$ cat src/rtl/irq_cmd_pkg.sv
package irq_cmd_pkg;
   typedef enum logic [2:0] {
      ST_IDLE = 3'd0,
      ST_W2   = 3'd1,
      ST_W3   = 3'd2,
      ST_W4   = 3'd3,
      ST_RUN  = 3'd4
   } init_st_t;

   // bit positions decoded by the command logic
   localparam int B_INIT_SEL = 4;
   localparam int B_RSEL_SEL = 3;
   localparam int B_NEED4    = 0;
   localparam int B_SINGLE   = 1;
   localparam int B_LEVEL    = 3;
   localparam int B_AEOI     = 1;
   localparam int B_NONSPEC  = 5;
   localparam int B_SMM_ACT  = 6;
   localparam int B_SMM_VAL  = 5;
   localparam int B_RSEL_ACT = 1;
   localparam int B_RSEL_VAL = 0;
endpackage

$ cat src/rtl/irq_cmd_strobe.sv
module irq_cmd_strobe
   import irq_cmd_pkg::*;
#(
   parameter int DATA_W = 8
) (
   input  logic              clk,
   input  logic              rst_n,
   input  logic              cs_n,
   input  logic              wr_n,
   input  logic              addr,
   input  logic [DATA_W-1:0] wdata,
   output logic              hit_init,
   output logic              hit_hi,
   output logic              hit_rsel,
   output logic              hit_eoi
);
   logic wr_act, wr_act_q, fire;

   assign wr_act = !cs_n && !wr_n;

   always_ff @(posedge clk or negedge rst_n) begin
      if (!rst_n) wr_act_q <= 1'b0;
      else        wr_act_q <= wr_act;
   end

   assign fire     = wr_act && !wr_act_q;
   assign hit_init = fire && !addr && wdata[B_INIT_SEL];
   assign hit_hi   = fire && addr;
   assign hit_rsel = fire && !addr && !wdata[B_INIT_SEL] && wdata[B_RSEL_SEL];
   assign hit_eoi  = fire && !addr && !wdata[B_INIT_SEL] && !wdata[B_RSEL_SEL];
endmodule

$ cat src/rtl/irq_cmd_init.sv
module irq_cmd_init
   import irq_cmd_pkg::*;
#(
   parameter int DATA_W = 8,
   parameter int LINE_W = 3,
   localparam int VEC_W = DATA_W - LINE_W
) (
   input  logic              clk,
   input  logic              rst_n,
   input  logic              hit_init,
   input  logic              hit_hi,
   input  logic [DATA_W-1:0] wdata,
   output logic              ready,
   output logic [VEC_W-1:0]  vec_base,
   output logic              level_mode,
   output logic              cascaded,
   output logic              auto_eoi,
   output logic              edge_rearm,
   output logic [LINE_W-1:0] lowest_line
);
   init_st_t st, st_nx;
   logic     need4_q;

   always_comb begin
      st_nx = st;
      if (hit_init) st_nx = ST_W2;
      else if (hit_hi) begin
         unique case (st)
            ST_W2:   st_nx = cascaded ? ST_W3 : (need4_q ? ST_W4 : ST_RUN);
            ST_W3:   st_nx = need4_q ? ST_W4 : ST_RUN;
            ST_W4:   st_nx = ST_RUN;
            default: st_nx = st;
         endcase
      end
   end

   always_ff @(posedge clk or negedge rst_n) begin
      if (!rst_n) begin
         st          <= ST_IDLE;
         need4_q     <= 1'b0;
         vec_base    <= '0;
         level_mode  <= 1'b0;
         cascaded    <= 1'b0;
         auto_eoi    <= 1'b0;
         edge_rearm  <= 1'b0;
         lowest_line <= LINE_W'((1 << LINE_W) - 1);
      end else begin
         st         <= st_nx;
         edge_rearm <= hit_init;
         if (hit_init) begin
            need4_q     <= wdata[B_NEED4];
            cascaded    <= !wdata[B_SINGLE];
            level_mode  <= wdata[B_LEVEL];
            auto_eoi    <= 1'b0;
            lowest_line <= LINE_W'((1 << LINE_W) - 1);
         end else if (hit_hi) begin
            if (st == ST_W2) vec_base <= wdata[DATA_W-1:LINE_W];
            if (st == ST_W4) auto_eoi <= wdata[B_AEOI];
         end
      end
   end

   assign ready = (st == ST_RUN);


   rearm_pulse_chk: assert property (@(posedge clk) disable iff (!rst_n)
      edge_rearm |=> !edge_rearm);


   aeoi_skip_chk: assert property (@(posedge clk) disable iff (!rst_n)
      (st == ST_RUN && !need4_q) |-> !auto_eoi);
endmodule

$ cat src/rtl/irq_cmd_ops.sv
module irq_cmd_ops
   import irq_cmd_pkg::*;
#(
   parameter int NUM_LINES = 8,
   parameter int DATA_W    = 8,
   localparam int LINE_W   = $clog2(NUM_LINES)
) (
   input  logic                 clk,
   input  logic                 rst_n,
   input  logic                 ready,
   input  logic                 hit_init,
   input  logic                 hit_hi,
   input  logic                 hit_rsel,
   input  logic                 hit_eoi,
   input  logic [DATA_W-1:0]    wdata,
   input  logic [NUM_LINES-1:0] in_service,
   output logic [NUM_LINES-1:0] mask,
   output logic                 sel_isr,
   output logic                 special_mask,
   output logic [NUM_LINES-1:0] eoi_clear
);
   logic [NUM_LINES-1:0] top_isr, eoi_nx;

   always_comb begin
      top_isr = '0;
      for (int i = NUM_LINES - 1; i >= 0; i--) begin
         if (in_service[i]) top_isr = NUM_LINES'(1) << i;
      end
   end

   always_comb begin
      eoi_nx = '0;
      if (ready && hit_eoi) begin
         if (wdata[B_NONSPEC]) eoi_nx = top_isr;
         else                  eoi_nx = NUM_LINES'(1) << wdata[LINE_W-1:0];
      end
   end

   always_ff @(posedge clk or negedge rst_n) begin
      if (!rst_n) begin
         mask         <= '0;
         sel_isr      <= 1'b0;
         special_mask <= 1'b0;
         eoi_clear    <= '0;
      end else begin
         eoi_clear <= eoi_nx;
         if (hit_init) begin
            mask         <= '0;
            sel_isr      <= 1'b0;
            special_mask <= 1'b0;
         end else if (ready) begin
            if (hit_hi) mask <= wdata[NUM_LINES-1:0];
            if (hit_rsel) begin
               if (wdata[B_RSEL_ACT]) sel_isr      <= wdata[B_RSEL_VAL];
               if (wdata[B_SMM_ACT])  special_mask <= wdata[B_SMM_VAL];
            end
         end
      end
   end


   eoi_onehot_chk: assert property (@(posedge clk) disable iff (!rst_n)
      $onehot0(eoi_clear));


   eoi_ready_chk: assert property (@(posedge clk) disable iff (!rst_n)
      !ready |-> (eoi_clear == '0));
endmodule

$ cat src/rtl/irq_cmd_port.sv
module irq_cmd_port
   import irq_cmd_pkg::*;
#(
   parameter int NUM_LINES = 8,
   parameter int DATA_W    = 8,
   parameter bit READ_REG  = 1'b0,
   localparam int LINE_W   = $clog2(NUM_LINES),
   localparam int VEC_W    = DATA_W - LINE_W
) (
   input  logic                 clk,
   input  logic                 rst_n,
   input  logic                 cs_n,
   input  logic                 wr_n,
   input  logic                 rd_n,
   input  logic                 addr,
   input  logic [DATA_W-1:0]    wdata,
   output logic [DATA_W-1:0]    rdata,
   input  logic [NUM_LINES-1:0] req_pending,
   input  logic [NUM_LINES-1:0] in_service,
   output logic                 cfg_ready,
   output logic [NUM_LINES-1:0] irq_mask,
   output logic [VEC_W-1:0]     vec_base,
   output logic                 level_mode,
   output logic                 auto_eoi,
   output logic                 cascaded,
   output logic                 special_mask,
   output logic [LINE_W-1:0]    lowest_line,
   output logic                 edge_rearm,
   output logic [NUM_LINES-1:0] eoi_clear
);
   if (NUM_LINES != DATA_W) begin : g_bad_width
      $error("irq_cmd_port: NUM_LINES must equal DATA_W");
   end
   if (DATA_W < 8) begin : g_bad_data
      $error("irq_cmd_port: DATA_W must be at least 8");
   end

   logic hit_init, hit_hi, hit_rsel, hit_eoi, sel_isr;
   logic [DATA_W-1:0] rd_mux;

   irq_cmd_strobe #(.DATA_W(DATA_W)) u_strobe (
      .clk(clk), .rst_n(rst_n), .cs_n(cs_n), .wr_n(wr_n), .addr(addr),
      .wdata(wdata), .hit_init(hit_init), .hit_hi(hit_hi),
      .hit_rsel(hit_rsel), .hit_eoi(hit_eoi)
   );

   irq_cmd_init #(.DATA_W(DATA_W), .LINE_W(LINE_W)) u_init (
      .clk(clk), .rst_n(rst_n), .hit_init(hit_init), .hit_hi(hit_hi),
      .wdata(wdata), .ready(cfg_ready), .vec_base(vec_base),
      .level_mode(level_mode), .cascaded(cascaded), .auto_eoi(auto_eoi),
      .edge_rearm(edge_rearm), .lowest_line(lowest_line)
   );

   irq_cmd_ops #(.NUM_LINES(NUM_LINES), .DATA_W(DATA_W)) u_ops (
      .clk(clk), .rst_n(rst_n), .ready(cfg_ready), .hit_init(hit_init),
      .hit_hi(hit_hi), .hit_rsel(hit_rsel), .hit_eoi(hit_eoi),
      .wdata(wdata), .in_service(in_service), .mask(irq_mask),
      .sel_isr(sel_isr), .special_mask(special_mask), .eoi_clear(eoi_clear)
   );

   always_comb begin
      rd_mux = '0;
      if (!cs_n && !rd_n) begin
         if (addr)         rd_mux = DATA_W'(irq_mask);
         else if (sel_isr) rd_mux = DATA_W'(in_service);
         else              rd_mux = DATA_W'(req_pending);
      end
   end

   if (READ_REG) begin : g_rd_reg
      always_ff @(posedge clk or negedge rst_n) begin
         if (!rst_n) rdata <= '0;
         else        rdata <= rd_mux;
      end
   end else begin : g_rd_comb
      assign rdata = rd_mux;
   end


   restart_clear_chk: assert property (@(posedge clk) disable iff (!rst_n)
      edge_rearm |-> (irq_mask == '0 && !special_mask && !cfg_ready));
endmodule

$ cat config.mk
export PLATFORM = sky130hd
export DESIGN_NAME = irq_cmd_port
export DESIGN_NICKNAME = d
export VERILOG_FILES = /design/src/rtl/irq_cmd_pkg.sv /design/src/rtl/irq_cmd_strobe.sv /design/src/rtl/irq_cmd_init.sv /design/src/rtl/irq_cmd_ops.sv /design/src/rtl/irq_cmd_port.sv
export SDC_FILE = /design/constraint.sdc
export NUM_CORES = 1
export LEC_CHECK = 0
export BUFFER_PORTS_ARGS = -buffer_cell sky130_fd_sc_hd__buf_2
export CAP_MARGIN = 0
export CORE_MARGIN = 2
export CORE_UTILIZATION = 52
export CTS_CLUSTER_DIAMETER = 50
export CTS_CLUSTER_SIZE = 25
export DETAILED_ROUTE_END_ITERATION = 6
export GPL_ROUTABILITY_DRIVEN = 0
export PLACE_DENSITY = 0.93
export SYNTH_ARGS = -nofsm -noshare
export SYNTH_HDL_FRONTEND = slang
export SYNTH_HIERARCHICAL = 1
export SYNTH_SLANG_ARGS = --single-unit
$ cat constraint.sdc
create_clock -name clk -period 2.55 [get_ports clk]
set_input_delay 0.255 -clock clk [delete_from_list [all_inputs] [get_ports clk]]
set_output_delay 0.255 -clock clk [all_outputs]
set_load 0.01 [all_outputs]
# ---- Word level (Yosys, flattened, before mapping)
# Cells that the tools add are included.
dict set report totals {
  wordCells 81
  register_bits 32
  output_inout_bits 38
  in_bits 30
}
dict set report classes {
  n_bitwise 1
  muxes 32
  shift 1
  reduce_logical 31
  n_eq_ne 4
}
# cell n
set ops {}
lappend ops {{$mux W8} 16}
lappend ops {{$mux W3} 4}
lappend ops {{$reduce_bool A2 Y1} 6}
lappend ops {{$mux W1} 11}
lappend ops {{$logic_and A1 B1 Y1} 10}
lappend ops {{$pmux W3 S3} 1}
lappend ops {{$reduce_and A3 Y1} 3}
lappend ops {{$logic_not A1 Y1} 8}
lappend ops {{$shl A1 B3 Y8 const A} 1}
lappend ops {{$eq A3 B2 Y1 const B} 2}
lappend ops {{$reduce_and A2 Y1} 3}
lappend ops {{$reduce_bool A4 Y1} 1}
lappend ops {{$eq A3 B1 Y1 const B} 1}
lappend ops {{$eq A3 B3 Y1 const B} 1}
lappend ops {{$not A1 Y1} 1}

# ---- Longest topological paths before layout
dict set report logic_depth {
  depth_word 10
  depth_mapped 6
  mapped_depth_nobuf 5
}

# ---- Hierarchy
# The synthesis kept the hierarchy.
# module cells_each area_per_inst_um2 seq_area_each_um2 instances
set by_module_without_submodules {}
lappend by_module_without_submodules {irq_cmd_ops 82 802.0 450.4 1}
lappend by_module_without_submodules {irq_cmd_init 47 603.1 325.3 1}
lappend by_module_without_submodules {irq_cmd_port 27 280.3 0.0 1}
lappend by_module_without_submodules {irq_cmd_strobe 8 73.8 25.0 1}

# ---- Worst setup path before layout
# Ideal clock, no wire load.
dict set report synth_timing {
  path_type {input port to flip-flop}
  start {in addr}
  end {reg u_init.vec_base[0]}
  arrival_ns 1.609
  slack_ns 0.814
  cell_stages 6
  path_cell_list {or4_4 > nor2_1 > buf_2 > nor2_4 > nand3_4 > mux2_1}
}
dict set report synth_via {
  elab_chain_cells 5
  word_cells_on_any_way 6
  classes_between {bitwise (1); reduce/logical (5)}
}
# element line_no
set synth_rtl {}
lappend synth_rtl {{from (decl)} irq_cmd_port.sv:15} ;# input logic addr,
lappend synth_rtl {{$logic_not A1 Y1} irq_cmd_strobe.sv:27} ;# assign hit_init = fire && !addr && wdata[B_INIT_SEL];
lappend synth_rtl {{$logic_and A1 B1 Y1 (2 in series)} irq_cmd_strobe.sv:27}
lappend synth_rtl {{via hit_init} irq_cmd_port.sv:38} ;# logic hit_init, hit_hi, hit_rsel, hit_eoi, sel_isr;
lappend synth_rtl {{$not A1 Y1 (no source line)} -}
lappend synth_rtl {{$reduce_and A3 Y1 (no source line)} -}
lappend synth_rtl {{to (signal assigned)} irq_cmd_init.sv:57} ;# if (st == ST_W2) vec_base <= wdata[DATA_W-1:LINE_W];
lappend synth_rtl {{to (decl)} irq_cmd_init.sv:14} ;# output logic [VEC_W-1:0] vec_base,
# The timed path passes the listed nets, and every way through them passes these cells.
# A chain may end at the register's enable or synchronous reset.

# ---- Worst setup path in the final report
dict set report layout_timing {
  start {reg u_ops.sel_isr}
  end {out rdata[4]}
}
dict set report layout_via {
  elab_chain_cells 3
}
# element line_no
set layout_rtl {}
lappend layout_rtl {{from (decl)} irq_cmd_ops.sv:18} ;# output logic sel_isr,
lappend layout_rtl {{from (signal assigned)} irq_cmd_ops.sv:54} ;# if (wdata[B_RSEL_ACT]) sel_isr <= wdata[B_RSEL_VAL];
lappend layout_rtl {{$mux W8} irq_cmd_port.sv:65} ;# else if (sel_isr) rd_mux = DATA_W'(in_service);
lappend layout_rtl {{$mux W8} irq_cmd_port.sv:64} ;# if (addr) rd_mux = DATA_W'(irq_mask);
lappend layout_rtl {{$mux W8} irq_cmd_port.sv:63} ;# if (!cs_n && !rd_n) begin
lappend layout_rtl {{to (decl)} irq_cmd_port.sv:17} ;# output logic [DATA_W-1:0] rdata,
# No other way between the ends.

==> flow_metrics.py <==
metrics = {
    "timing": {
        "setup-tns-final_ns": 0,
        "hold_viol": 0,
        "worst_slew_pin_slew_ns": 0.694,
        "setup_slack_ns": 0.613,
        "fin_crit_sh_pct": 76.0,
        "grt_setup_unrepaired": "no",
        "report.final.setup_viol": 0,
        "maxSlewViolCount": 0,
        "clock.fmax_mhz": 516,
        "fin_skew_ns": 0.00641,
        "max_slew_margin_pct": 53.7,
        "period_minus_slack_ns": 1.94,
    },
    "clocking": {
        "clk_latency_ns": 0.33,
        "clk_path_buf_depth": 2,
        "cts_tree": "yes",
        "clkTransAtPathRegs_ns": 0.09,
        "htreeDepth": 2,
        "cts_root_buf": "clkbuf_4",
        "numCtsBuffers": 5,
        "cts_setup_buffers": 0,
        "numClockSinks": 32,
    },
    "power": {
        "power_density_nw_per_um2": 683,
        "ir_drop_v": 0.000368,
        "p_leak_nw": 1.17,
    },
    "floorplanning": {
        "dieArea_um2": 3860,
        "die_w_um": 62.2,
        "fp.dieH_um": 62.2,
        "num_rows": 21,
        "io_pins": 68,
        "initial_core_util_pct": 53.6,
        "core_area_um2": 3280,
    },
    "place": {
        "place_ws_ns": 0.520,
        "portBuffers": 64,
        "hpwl_um": 3150,
    },
    "finish": {
        "n_antenna_cell": 0,
        "multiInputGateArea_um2": 872,
        "nFillCells": 255,
        "final_layout_size_suffix_gt1_share_pct": 39.4,
        "area_growth_pct": 22.3,
        "nets": 261,
        "seq_area_um2": 801,
    },
    "global_routing": {
        "overflow": 0,
        "antenna_found_initial": 0,
        "grt_pass1_vias": 1466,
        "track_usage_pct": 22.3,
        "grt_pass1_wl_um": 6820,
        "grt_start_max_net_pins": 33,
    },
    "logic_synthesis": {
        "ys_warn_count": 6,
        "async_flop_share_pct": 100,
        "synth_area_um2": 1760,
        "synth_seq_cells": 32,
        "syn_inst": 164,
        "synth_enable_flop_cells": 0,
        "synth_flop_cell": "dfrtp_1",
        "synth_top_area_share_pct": 45.5,
        "synth_cell_types": 42,
        "synth.largest_area_cell": "dfrtp_1",
        "avgSynthCellArea_um2": 10.7,
        "synthTopCellsByArea": "dfrtp_1 (46%), mux2_4 (6.8%), a21oi_1 (4.8%), o211a_1 (4.6%), nand3_1 (3.7%)",
        "seq_area_frac_synth_pct": 45.5,
    },
    "worst_hold_path": {
        "hold_class": "in -> reg",
    },
    "detailed_routing": {
        "wl_per_cell_um": 14.8,
        "num_vias": 1522,
        "routed_via_density": 5.49,
        "routed_wl_um": 4100,
        "first_pass_iters": 4,
        "drt_iter0_drc": 98,
        "drc_errors": 0,
        "ant_nets": 0,
    },
    "setup_path": {
        "cp_max_fo": 9,
        "startpoint_type": "flop",
        "crit_path_end_kind": "output port",
        "arrival_ns": 1.68,
        "cp.required_ns": 2.30,
        "criticalPathCategory": "reg -> out",
    },
    "job": {
        "cap_violations": 0,
    },
    "status": {
        "status": "completed",
    },
}
## cell type report
cell class                 count  share of cell area, %
sequential                    32                   37.2
timing repair buffer          69                   16.7
multi-input combinational    119                   40.5
clock inverter                 1                  0.233
clock buffer                   6                   1.92
tap                           46                   2.67
inverter                       4                  0.698
## cell usage after synthesis (2+ instances only)
cell type and count:
nand2_1 14, nand3b_1 2, mux2i_1 3, o21ai_0 2
nor2_1 11, o211a_1 8, nand4b_1 2, a21oi_1 17
or2b_1 8, buf_2 3, buf_4 3, dfrtp_1 32
mux2_1 5, buf_6 3, nand3_1 13, mux2_4 8
a22o_1 2, nor3_1 2, inv_1 3
## kinds of logic (layout without fill, tap and decap cells)
kind of cell,after synthesis,count (layout),synth area share [%]
compound gates,36,36,14.4
mux,17,17,12.4
buf+inv,15,80,5.33
simple gates,63,63,22.2
other cells,1,3,0.213
flops,32,32,45.5
## sequential cells by signal, indices dropped and copies added (netlist names)
register and flops:
u_init/auto_eoi 1, u_init/cascaded 1, u_init/edge_rearm 1, u_init/level_mode 1, u_init/need4_q 1, u_init/st 3
u_init/vec_base 5, u_ops/eoi_clear 8, u_ops/mask 8, u_ops/sel_isr 1, u_ops/special_mask 1, u_strobe/wr_act_q 1
## power breakdown
part	internal [mW]	switching, mW	leakage (nW)	total, mW
clock	0.101	0.160	0.0281	0.262
combinational	0.229	0.243	0.721	0.472
sequential	0.623	0.115	0.423	0.737
total	0.953	0.518	1.17	1.47
## worst paths after layout
path                       cells past startpoint  slack (ns)          startpoint                 end
min in group asynchronous                      2        0.50               rst_n  u_init/vec_base[4]
setup reg to reg                               6        0.75   u_strobe/wr_act_q  u_init/vec_base[0]
hold reg to reg                                1        0.50  u_init/vec_base[2]  u_init/vec_base[2]
max in group asynchronous                      2        1.60               rst_n  u_ops/eoi_clear[6]
hold / removal                                 2        0.13                wr_n   u_strobe/wr_act_q
setup / recovery                               3        0.61       u_ops/sel_isr            rdata[4]
## per-layer routing
layer | part of all wire (%) | up-vias | GRT usage (%)
li1 | - | 711 | -
met1 | 42 | 719 | 27.5
met2 | 47 | 83 | 36.7
met3 | 9.1 | 9 | 7.07
met4 | 2.2 | 0 | 8.89
met5 | 0 | - | 0
## layout by cell type (no fill, tap or decap), types with 3 or more instances in the layout
cell type	instances
or2b_1	8
buf_2	64
dfrtp_1	32
nand2_1	14
o211a_1	8
a21oi_1	17
nand3_1	13
buf_4	4
nor2_1	11
inv_1	3
mux2_4	8
clkbuf_4	5
conb_1	3
mux2i_1	3
mux2_1	5
## what timing repair did
action                                 CTS  global route
gates resized for setup                  0             0
endpoints found under the hold margin   32             0
hold buffers                             1             0
## per-stage QoR
step / instances / power [mW] / utilization, % / area (µm²) / hold WS [ns]
finish: 277 / 1.47 / 65.5 / 2150 / 0.129
global route: 277 / 1.56 / 65.5 / 2150 / 0.107
CTS: 277 / 1.48 / 65.5 / 2150 / 0.102
detailed placement: 269 / 1.22 / 63.8 / 2100 / 0.335
global placement: 269 / 1.20 / 63.8 / 2100 / 0.330
floorplan: 166 / 1.03 / - / 1770 / -0.0406
## worst max-delay path: stages, from the launching register on
cell and delay, ns:
dfrtp_1 0.65, mux2_4 0.35, o211a_1 0.21, buf_2 0.14
Power figures use the tool's default switching activity.
